--- src/rtl/tcr_pkg.sv ---
package tcr_pkg;
   // commit pulses, bit order matches upd_o: [2] test, [1] divider, [0] band
   typedef struct packed {
      logic test;
      logic div;
      logic band;
   } commit_t;

   localparam int unsigned COMMIT_W = 3;
endpackage

--- src/rtl/tcr_sync.sv ---
module tcr_sync #(
   parameter int STAGES = 2,
   parameter int W      = 1
) (
   input  logic         clk,
   input  logic         rst_n,
   input  logic [W-1:0] d_i,
   output logic [W-1:0] q_o
);
   generate
      if (STAGES < 2) begin : g_bad_stages
         $error("tcr_sync: STAGES must be at least 2");
      end
   endgenerate

   logic [STAGES-1:0][W-1:0] stg;

   always_ff @(posedge clk or negedge rst_n) begin
      if (!rst_n) stg <= '0;
      else        stg <= {stg[STAGES-2:0], d_i};
   end

   assign q_o = stg[STAGES-1];
endmodule

--- src/rtl/tcr_frame_ctr.sv ---
module tcr_frame_ctr
   import tcr_pkg::*;
#(
   parameter int BAND_PT = 4,
   parameter int DIV_PT  = 19,
   parameter int TEST_PT = 27,
   parameter int CNT_W   = 5
) (
   input  logic    clk,
   input  logic    rst_n,
   input  logic    en_i,
   input  logic    fall_i,
   output logic    shift_o,
   output commit_t commit_o
);
   generate
      if (!(BAND_PT < DIV_PT && DIV_PT < TEST_PT)) begin : g_bad_points
         $error("tcr_frame_ctr: commit points must ascend");
      end
      if ((1 << CNT_W) <= TEST_PT) begin : g_bad_cnt
         $error("tcr_frame_ctr: CNT_W too narrow");
      end
   endgenerate

   logic [CNT_W-1:0] cnt;
   logic [CNT_W-1:0] cnt_inc;

   assign cnt_inc = cnt + CNT_W'(1);
   // saturate at the last commit point: later pulses are dropped
   assign shift_o = en_i & fall_i & (cnt != CNT_W'(TEST_PT));

   always_ff @(posedge clk or negedge rst_n) begin
      if (!rst_n)       cnt <= '0;
      else if (!en_i)   cnt <= '0;
      else if (shift_o) cnt <= cnt_inc;
   end

   always_comb begin
      commit_o      = '0;
      commit_o.band = shift_o && (cnt_inc == CNT_W'(BAND_PT));
      commit_o.div  = shift_o && (cnt_inc == CNT_W'(DIV_PT));
      commit_o.test = shift_o && (cnt_inc == CNT_W'(TEST_PT));
   end


   cnt_clear_chk: assert property (@(posedge clk) disable iff (!rst_n)
      !en_i |=> (cnt == '0));

   cnt_cap_chk: assert property (@(posedge clk) disable iff (!rst_n)
      cnt <= CNT_W'(TEST_PT));
endmodule

--- src/rtl/tcr_shreg.sv ---
module tcr_shreg #(
   parameter int W = 15
) (
   input  logic         clk,
   input  logic         rst_n,
   input  logic         shift_i,
   input  logic         bit_i,
   output logic [W-1:0] next_o
);
   logic [W-1:0] sh;

   assign next_o = {sh[W-2:0], bit_i};

   always_ff @(posedge clk or negedge rst_n) begin
      if (!rst_n)       sh <= '0;
      else if (shift_i) sh <= next_o;
   end
endmodule

--- src/rtl/tcr_port.sv ---
module tcr_port
   import tcr_pkg::*;
#(
   parameter int              BAND_W      = 4,
   parameter int              M_W         = 10,
   parameter int              S_W         = 5,
   parameter int              TEST_W      = 8,
   parameter int              SYNC_STAGES = 2,
   parameter bit              CHECK_SI    = 1'b1,
   parameter logic [M_W-1:0]  DEF_M       = M_W'(32),
   parameter logic [S_W-1:0]  DEF_S       = S_W'(0),
   parameter logic [TEST_W-1:0] DEF_TEST  = TEST_W'(8'h80)
) (
   input  logic              clk,
   input  logic              rst_n,
   input  logic              ctl_en_i,
   input  logic              ctl_dat_i,
   input  logic              ctl_sclk_i,
   output logic [BAND_W-1:0] band_o,
   output logic [M_W-1:0]    m_o,
   output logic [S_W-1:0]    s_o,
   output logic [TEST_W-1:0] test_o,
   output logic [2:0]        upd_o
);
   localparam int DIV_W   = M_W + S_W;
   localparam int BAND_PT = BAND_W;
   localparam int DIV_PT  = BAND_W + DIV_W;
   localparam int TEST_PT = DIV_PT + TEST_W;
   localparam int CNT_W   = $clog2(TEST_PT + 1);
   localparam int MX1     = (DIV_W > BAND_W) ? DIV_W : BAND_W;
   localparam int SH_W    = (TEST_W > MX1) ? TEST_W : MX1;

   generate
      if (BAND_W < 1 || M_W < 1 || S_W < 1 || TEST_W < 1) begin : g_bad_w
         $error("tcr_port: field widths must be positive");
      end
      if (SYNC_STAGES < 2) begin : g_bad_sync
         $error("tcr_port: SYNC_STAGES must be at least 2");
      end
      if (CHECK_SI && !DEF_TEST[TEST_W-1]) begin : g_bad_def
         $error("tcr_port: DEF_TEST must carry the mandatory one bit");
      end
   endgenerate

   // synchronised lines: [2] enable, [1] data, [0] serial clock
   logic [2:0] in_raw, in_s;
   assign in_raw = {ctl_en_i, ctl_dat_i, ctl_sclk_i};

   tcr_sync #(.STAGES(SYNC_STAGES), .W(3)) u_sync (
      .clk   (clk),
      .rst_n (rst_n),
      .d_i   (in_raw),
      .q_o   (in_s)
   );

   logic sclk_q;
   logic fall;

   always_ff @(posedge clk or negedge rst_n) begin
      if (!rst_n) sclk_q <= 1'b0;
      else        sclk_q <= in_s[0];
   end

   assign fall = sclk_q & ~in_s[0];

   logic    shift;
   commit_t commit;

   tcr_frame_ctr #(
      .BAND_PT (BAND_PT),
      .DIV_PT  (DIV_PT),
      .TEST_PT (TEST_PT),
      .CNT_W   (CNT_W)
   ) u_ctr (
      .clk      (clk),
      .rst_n    (rst_n),
      .en_i     (in_s[2]),
      .fall_i   (fall),
      .shift_o  (shift),
      .commit_o (commit)
   );

   logic [SH_W-1:0] sh_next;

   tcr_shreg #(.W(SH_W)) u_sh (
      .clk     (clk),
      .rst_n   (rst_n),
      .shift_i (shift),
      .bit_i   (in_s[1]),
      .next_o  (sh_next)
   );

   logic test_ok;
   generate
      if (CHECK_SI) begin : g_si_gate
         assign test_ok = sh_next[TEST_W-1];
      end else begin : g_si_open
         assign test_ok = 1'b1;
      end
   endgenerate

   commit_t upd_q;

   always_ff @(posedge clk or negedge rst_n) begin
      if (!rst_n) begin
         band_o <= '0;
         m_o    <= DEF_M;
         s_o    <= DEF_S;
         test_o <= DEF_TEST;
         upd_q  <= '0;
      end else begin
         upd_q      <= '0;
         if (commit.band) begin
            band_o     <= sh_next[BAND_W-1:0];
            upd_q.band <= 1'b1;
         end
         if (commit.div) begin
            m_o       <= sh_next[DIV_W-1:S_W];
            s_o       <= sh_next[S_W-1:0];
            upd_q.div <= 1'b1;
         end
         if (commit.test && test_ok) begin
            test_o     <= sh_next[TEST_W-1:0];
            upd_q.test <= 1'b1;
         end
      end
   end

   assign upd_o = upd_q;


   band_hold_chk: assert property (@(posedge clk) disable iff (!rst_n)
      !upd_o[0] |-> $stable(band_o));

   div_hold_chk: assert property (@(posedge clk) disable iff (!rst_n)
      !upd_o[1] |-> ($stable(m_o) && $stable(s_o)));

   test_hold_chk: assert property (@(posedge clk) disable iff (!rst_n)
      !upd_o[2] |-> $stable(test_o));

   upd_onehot_chk: assert property (@(posedge clk) disable iff (!rst_n)
      $onehot0(upd_o));

   generate
      if (CHECK_SI) begin : g_si_chk

         si_kept_chk: assert property (@(posedge clk) disable iff (!rst_n)
            test_o[TEST_W-1]);
      end
   endgenerate
endmodule

--- config.mk ---
export PLATFORM = sky130hd
export DESIGN_NAME = tcr_port
export DESIGN_NICKNAME = d
export VERILOG_FILES = /design/src/rtl/tcr_pkg.sv /design/src/rtl/tcr_sync.sv /design/src/rtl/tcr_frame_ctr.sv /design/src/rtl/tcr_shreg.sv /design/src/rtl/tcr_port.sv
export SDC_FILE = /design/constraint.sdc
export NUM_CORES = 1
export LEC_CHECK = 0
export BUFFER_PORTS_ARGS = -buffer_cell sky130_fd_sc_hd__buf_2
export CAP_MARGIN = 15
export CELL_PAD_IN_SITES_DETAIL_PLACEMENT = 0
export CELL_PAD_IN_SITES_GLOBAL_PLACEMENT = 1
export CORE_MARGIN = 2
export CORE_UTILIZATION = 36
export DETAILED_ROUTE_END_ITERATION = 10
export GPL_TIMING_DRIVEN = 0
export PLACE_DENSITY = 0.63
export SETUP_SLACK_MARGIN = 0.5
export SKIP_LAST_GASP = 1
export SYNTH_ARGS = -nofsm -noshare
export SYNTH_HDL_FRONTEND = slang
export SYNTH_SLANG_ARGS = --single-unit
--- constraint.sdc ---
create_clock -name clk -period 5.65 [get_ports clk]
set_input_delay 0.565 -clock clk [delete_from_list [all_inputs] [get_ports clk]]
set_output_delay 0.565 -clock clk [all_outputs]
set_load 0.01 [all_outputs]
==> results of run 1 <==
registers in the layout (all words and copies together), names as in the netlist:
signal / count
u_sync.q_o: 3
band_o: 4
upd_o: 3
test_o: 8
sclk_q: 1
m_o: 10
u_ctr.cnt: 5
s_o: 5
u_sync.stg: 3
u_sh.sh: 14
metal layers:
metal  up-vias  wire length, µm
met5         -                0
met4         0               60
met3         8              153
met2        27             1680
met1       607             1840
li1        556                -
power by group:
group | leakage (nW) | switching (W) | internal, W
logic | 0.596 | 0.0000172 | 0.0000255
clock network | 0.0455 | 0.000118 | 0.000100
registers | 0.746 | 0.0000302 | 0.000430
total | 1.39 | 0.000166 | 0.000556
stage by stage:
stage          cell area (µm²)  worst slack, ns  util [%]  hold WS (ns)
6_report                  2560             3.49      43.5         0.236
5_1_grt                   2560             3.38      43.5         0.249
4_1_cts                   2540             3.49      43.2         0.352
3_5_place_dp              2450             3.50      41.6         0.339
3_3_place_gp              2450             3.57      41.6         0.335
2_1_floorplan             2190             3.79         -         0.269
worst max-delay path: stages (launching register included):
cell and delay, ns:
dfrtp_1 0.45, ha_1 0.22, buf_2 0.15, nand4b_1 0.15, and4_1 0.30, nand4b_2 0.37, mux2_2 0.40
layout make-up:
cell class                      instances  area (µm²)  area share [%]
Sequential cell                        56        1400            54.8
Timing Repair Buffer                   35         190            7.43
Buffer                                  5        37.5            1.47
Inverter                                5        18.8           0.733
Multi-Input combinational cell         72         727            28.4
Clock buffer                            8        90.1            3.52
Tap cell                               75        93.8            3.66
synthesized netlist by cell type (all sizes together):
cell type,count,area (µm²)
a31oi,1,6.26
and4,1,8.76
buf,5,37.5
dfrtp,54,1350
dfstp,2,52.6
ha,3,37.5
inv,5,18.8
mux2,40,484
nand2,2,7.51
nand2b,2,12.5
nand3,6,42.5
nand4,2,12.5
nand4b,2,23.8
nor2,2,7.51
nor2b,1,6.26
nor3b,1,7.51
o21ai,4,20.0
o2bb2ai,1,15.0
xnor2,2,17.5
xor2,2,17.5
path summary, 6_finish.rpt:
check	end	slack, ns	startpoint
worst max-delay path	test_o[5]	3.49	u_ctr.cnt[0]
worst min-delay path	u_sh.sh[9]	0.24	rst_n
worst max register to register	test_o[5]	3.49	u_ctr.cnt[0]
worst min register to register	u_sync.q_o[2]	0.36	u_sync.stg[2]
max in group asynchronous	test_o[7]	4.79	rst_n
min in group clk	u_sync.q_o[2]	0.36	u_sync.stg[2]
cell families after synthesis:
group,Yosys count
AOI/OAI and AO/OA,6
xor gates and xnor gates,4
adders and majority gates,3
buffers and inverters,10
DFF,56
muxes,40
and+or+nand+nor,19
==> metrics.txt, run 1 <==
outcome=complete, no violations; vias in the first global route=1192; unrepaired setup endpoints after global routing=false; initial antenna violation count=0; Final Slew Violations=0; most frequent cells in the layout=dfrtp_1 (54), buf_2 (37), mux2_2 (31); number of remaining DRC errors=0; post-layout min period=2.16 ns; fraction of layout cells with a size suffix above 1=50.3%; Leak=1.39 nW; Pwr Density=282 nW/µm²; worst-margin pin slew=0.532 ns; cell count after synthesis=138; setup bufs post-CTS=0; layout overhead on the synthesized area=17.1%; Hold Violations, Final=0; I/O pins=35; wire length per cell=14.6 µm; Fmax=464 MHz; routability cong.=0.737; Vias=1198; Routed WL=3.73 mm; synth unique cells=24; First-pass DRT Iterations=4; maxcap violations=0; diode count=0; filler cell count=572; clock latency at the later pin of the worst-skew pair=0.30 ns; Fin Clk Skew=0.00312 ns; vias per inst=4.68; main combinational cell family by area after synthesis=multiplexers; clk slew on worst S/H paths=0.09 ns; Overflow after GRT=0; Compound-Gate Fraction of Synth Area=1.89%; grt met3 use=3.30%; fin nets=188; Adder-Cell Fraction of Synth Area=1.72%; CTS tree=done; die width=81.9 µm; GRT Overall Usage=12.4%; crit path DAT=2.35 ns; Hold-fix buffers, CTS=0; R2R cell count=6; core box area=5890 µm²; H-tree depth=2; endpoint class of the critical path=flip-flop; placed cells=247; Crit Path Max Fanout=9; post-CTS resize count=0; startpoint types=flip-flop; yosys synthesis warning count=0; grt met1 use=17.3%; DIE HEIGHT=81.9 µm; Most Crowded Layer GR=met2; slew margin rel.=64.5%; Sinks on Clock Net=56; worst-case clock buffer depth=2; sequential share of the synthesized area=64.2%; Non-Filler Instances=256; setup_tns=0 ns; portion of netlist area occupied by mux cells=22.1%; Worst Path Required=5.84 ns; Final ANT Viol Nets=0; synthesized area=2190 µm²; worst hold path class=primary input to asynchronous set/reset pin; VDD IR max=0.175 mV; Yosys reg bits=56; Final setup violation count=0; port bufs=34; average size of a mapped cell=15.8 µm²; largest net degree at the start of global routing=57; std cell rows=28; Post-Synth Simple-Gate Area=5.89%; first-iteration detailed-routing DRC count=33; Root Driver=clkbuf_8; estimated wirelength of the detail-placed design=2.55 mm; cts bufs inserted=5; commonest non-fill, non-tap cell in the layout=dfrtp_1; critical path class=flip-flop to flip-flop; total power=0.000721 W; xor/xnor cell area share of the yosys netlist=1.60%; Post-Syn Nets=146; Final period util=38.2%; met2 Usage GRT=18.5%; die area=6710 µm²; starting density of the core=37.2%; first-pass GRT wire length=6.11 mm
No activity file was read; power rests on OpenSTA's default activity.
==> run 2, diff against run 1 <==
Settings changed: ABC_AREA set to 1, PLACE_DENSITY 0.63 to 0.69.
Clock period 5.65 ns to 1.8 ns, I/O delays scaled along.
==> metrics.txt, run 2 <==
placed cells=349 (+41%); endpoint class of the critical path=flip-flop; Leak=1.76 nW (+27%); setup_tns=0 ns (unchanged); Final Slew Violations=0 (unchanged); estimated wirelength of the detail-placed design=3.13 mm (+23%); initial antenna violation count=0 (unchanged); largest cells by area after synthesis=dfrtp_1 (60%), nand2_1 (17%), nand3_1 (6.6%), dfstp_2 (2.3%), buf_6 (2.0%); worst-case clock buffer depth=2 (unchanged); Vias=1747 (+46%); first-iteration detailed-routing DRC count=66 (+100%); Overflow after GRT=0 (unchanged); Worst Path Required=2.04 ns (-3.80 ns); slew margin rel.=56.7% (-7.8 points); diode count=0 (unchanged); Pwr Density=750 nW/µm² (+170%); Post-Syn Nets=247 (+69%); VDD IR max=0.496 mV (+180%); Final ANT Viol Nets=0 (unchanged); xor/xnor cell area share of the yosys netlist=0.771% (-0.83 points); Most flops, register=u_sh.sh; Hold Violations, Final=0 (unchanged); Async SR Flop Fraction=100% (unchanged); largest net degree at the start of global routing=30 (-47%); filler cell count=565 (-1.2%); grt met3 use=3.28% (-0.016 points); commonest non-fill, non-tap cell in the layout=nand2_1; vias per inst=4.57 (-2.3%); HP Start=u_sync.stg[0]; outcome=complete, no violations; Regs by FF count=u_sh.sh: 14 flops, m_o: 10 flops, test_o: 8 flops; routability cong.=0.748 (+1.6%); layout overhead on the synthesized area=42.1%; wire length per cell=13.2 µm (-9.3%); worst-margin pin slew=0.649 ns (+0.117 ns); Synth top cells by count=nand2_1 (102), dfrtp_1 (54), nand3_1 (30), inv_1 (12), o21ai_0 (6); number of remaining DRC errors=0 (unchanged); Most Crowded Layer GR=met2; GRT Overall Usage=14.9% (+2.5 points); Compound-Gate Fraction of Synth Area=1.87% (-0.015 points); Adder-Cell Fraction of Synth Area=1.65% (-0.063 points); r2r startpoint=u_ctr.cnt[1]; die width=83.4 µm (+1.8%); hold_ws=0.356 ns (+0.119 ns); crit path DAT=1.89 ns (-0.46 ns); CP startpoint=u_ctr.cnt[1]; First-pass DRT Iterations=4 (unchanged); clk slew on worst S/H paths=0.09 ns (about the same); Post-synth EDFFs=0 (unchanged); Non-Filler Instances=382 (+49%); fin nets=314 (+67%); Synth top area share=59.5% (-2.3 points); port bufs=34 (unchanged); sequential share of the synthesized area=61.8% (-2.4 points); Crit Path Max Fanout=6 (-3); first-pass GRT wire length=8.40 mm (+38%); synth unique cells=19 (-21%); fraction of layout cells with a size suffix above 1=45.0% (-5.3 points); cell count after synthesis=239 (+73%); die area=6960 µm² (+3.6%); cts bufs inserted=5 (unchanged); H-tree depth=2 (unchanged); Post-Synth Simple-Gate Area=28.4% (+23 points); Final period util=91.4% (+53 points); maxcap violations=0 (unchanged); critical path class=flip-flop to flip-flop; Sinks on Clock Net=56 (unchanged); portion of netlist area occupied by mux cells=0% (-22 points); worst hold path class=flip-flop to flip-flop; leading area contributor after synthesis=dfrtp_1; average size of a mapped cell=9.50 µm² (-40%); I/O pins=35 (unchanged); yosys synthesis warning count=0 (unchanged); unrepaired setup endpoints after global routing=true; starting density of the core=37.7% (+0.53 points); Yosys reg bits=56 (unchanged); main combinational cell family by area after synthesis=simple AND/OR/NAND/NOR gates; post-layout min period=1.65 ns (-0.511 ns); startpoint types=flip-flop; most frequent cell after synthesis=nand2_1; Root Driver=clkbuf_8; core box area=6030 µm² (+2.4%); Routed WL=5.05 mm (+35%); clock latency at the later pin of the worst-skew pair=0.30 ns (about the same); vias in the first global route=1701 (+43%); DIE HEIGHT=83.4 µm (+1.8%); Final setup violation count=0 (unchanged); Fin Clk Skew=0.00838 ns (+0.00526 ns); most frequent cells in the layout=nand2_1 (67), dfrtp_1 (53), buf_2 (34); grt met1 use=21.3% (+4.0 points); std cell rows=28 (unchanged); met2 Usage GRT=23.1% (+4.6 points); CTS tree=done; max reg flops=14 (unchanged); ys flop type=dfrtp_1; Fmax=608 MHz (+31%); synthesized area=2270 µm² (+3.8%)
==> run 2: cell count changes after synthesis, sizes merged, moves of 3 or more <==
cell and change:
nand2 +105, mux2 -40, nand3 +24, inv +8, buf +4, nor2 +4, nand4 +3
==> run 2: final cells by class <==
class	count	area (µm²)	area share [%]
multi-input cells	161	968	30.0
flip-flops and latches	56	1410	43.5
repair buffers	60	489	15.2
plain buffers	9	101	3.14
inverters	13	53.8	1.67
well taps	75	93.8	2.91
clock buffers	5	68.8	2.13
clock inverters	3	46.3	1.43
==> run 2: logic make-up (layout without fill, tap and decap cells) <==
group	after synthesis	count (layout)
simple gates	148	148
compound gates	8	8
fa+ha+maj	3	3
flops	56	56
xor+xnor	2	2
buf+inv	22	90
==> run 2: power breakdown <==
part	internal, W	switching [W]	total, W	leakage [nW]
sequential	0.00131	0.0000817	0.00139	0.750
combinational	0.0000896	0.000106	0.000196	0.956
clock	0.000420	0.000410	0.000830	0.0548
==> run 2: worst paths after layout <==
check / end / slack, ns / cells past startpoint
max reg2reg: m_o[9] / 0.15 / 9
min in group asynchronous: u_sh.sh[7] / 0.44 / 2
min reg2reg: u_sync.q_o[0] / 0.36 / 0
max: m_o[9] / 0.15 / 9
min: u_sync.q_o[0] / 0.36 / 0
max in group asynchronous: test_o[7] / 0.72 / 3
==> run 2: routing by layer <==
| metal | share of wire [%] | wire length [µm] |
|---|---|---|
| met4 | 0.54 | 27 |
| met5 | 0 | 0 |
| met2 | 46 | 2330 |
| met1 | 49 | 2470 |
| met3 | 4.3 | 215 |
==> run 2: repair_timing <==
action / CTS / global route
hold buffers: 4 / 0
pin swaps: 6 / 27
setup buffers: 12 / 4
setup endpoints to repair: 49 / 49
gates resized for setup: 21 / 63
endpoints found under the hold margin: 29 / 0
cloned: 3 / 2
==> run 2: stage by stage <==
step	setup slack, ns	instance area, µm²	utilization (%)	power [W]
2_1_floorplan	0.208	2300	-	0.00145
3_3_place_gp	-0.0129	2560	42.5	0.00152
3_5_place_dp	-0.0277	2580	42.9	0.00153
4_1_cts	0.194	2960	49.1	0.00240
5_1_grt	0.0561	3230	53.6	0.00252
6_report	0.155	3230	53.6	0.00242
==> run 2: critical path: stages, from the launching register on <==
cell and delay (ns):
dfrtp_2 0.43, ha_4 0.16, buf_6 0.13, xnor2_4 0.18
nand2_2 0.08, nor2_4 0.19, buf_12 0.15, clkbuf_16 0.14
nand3_2 0.06, nand2_1 0.07
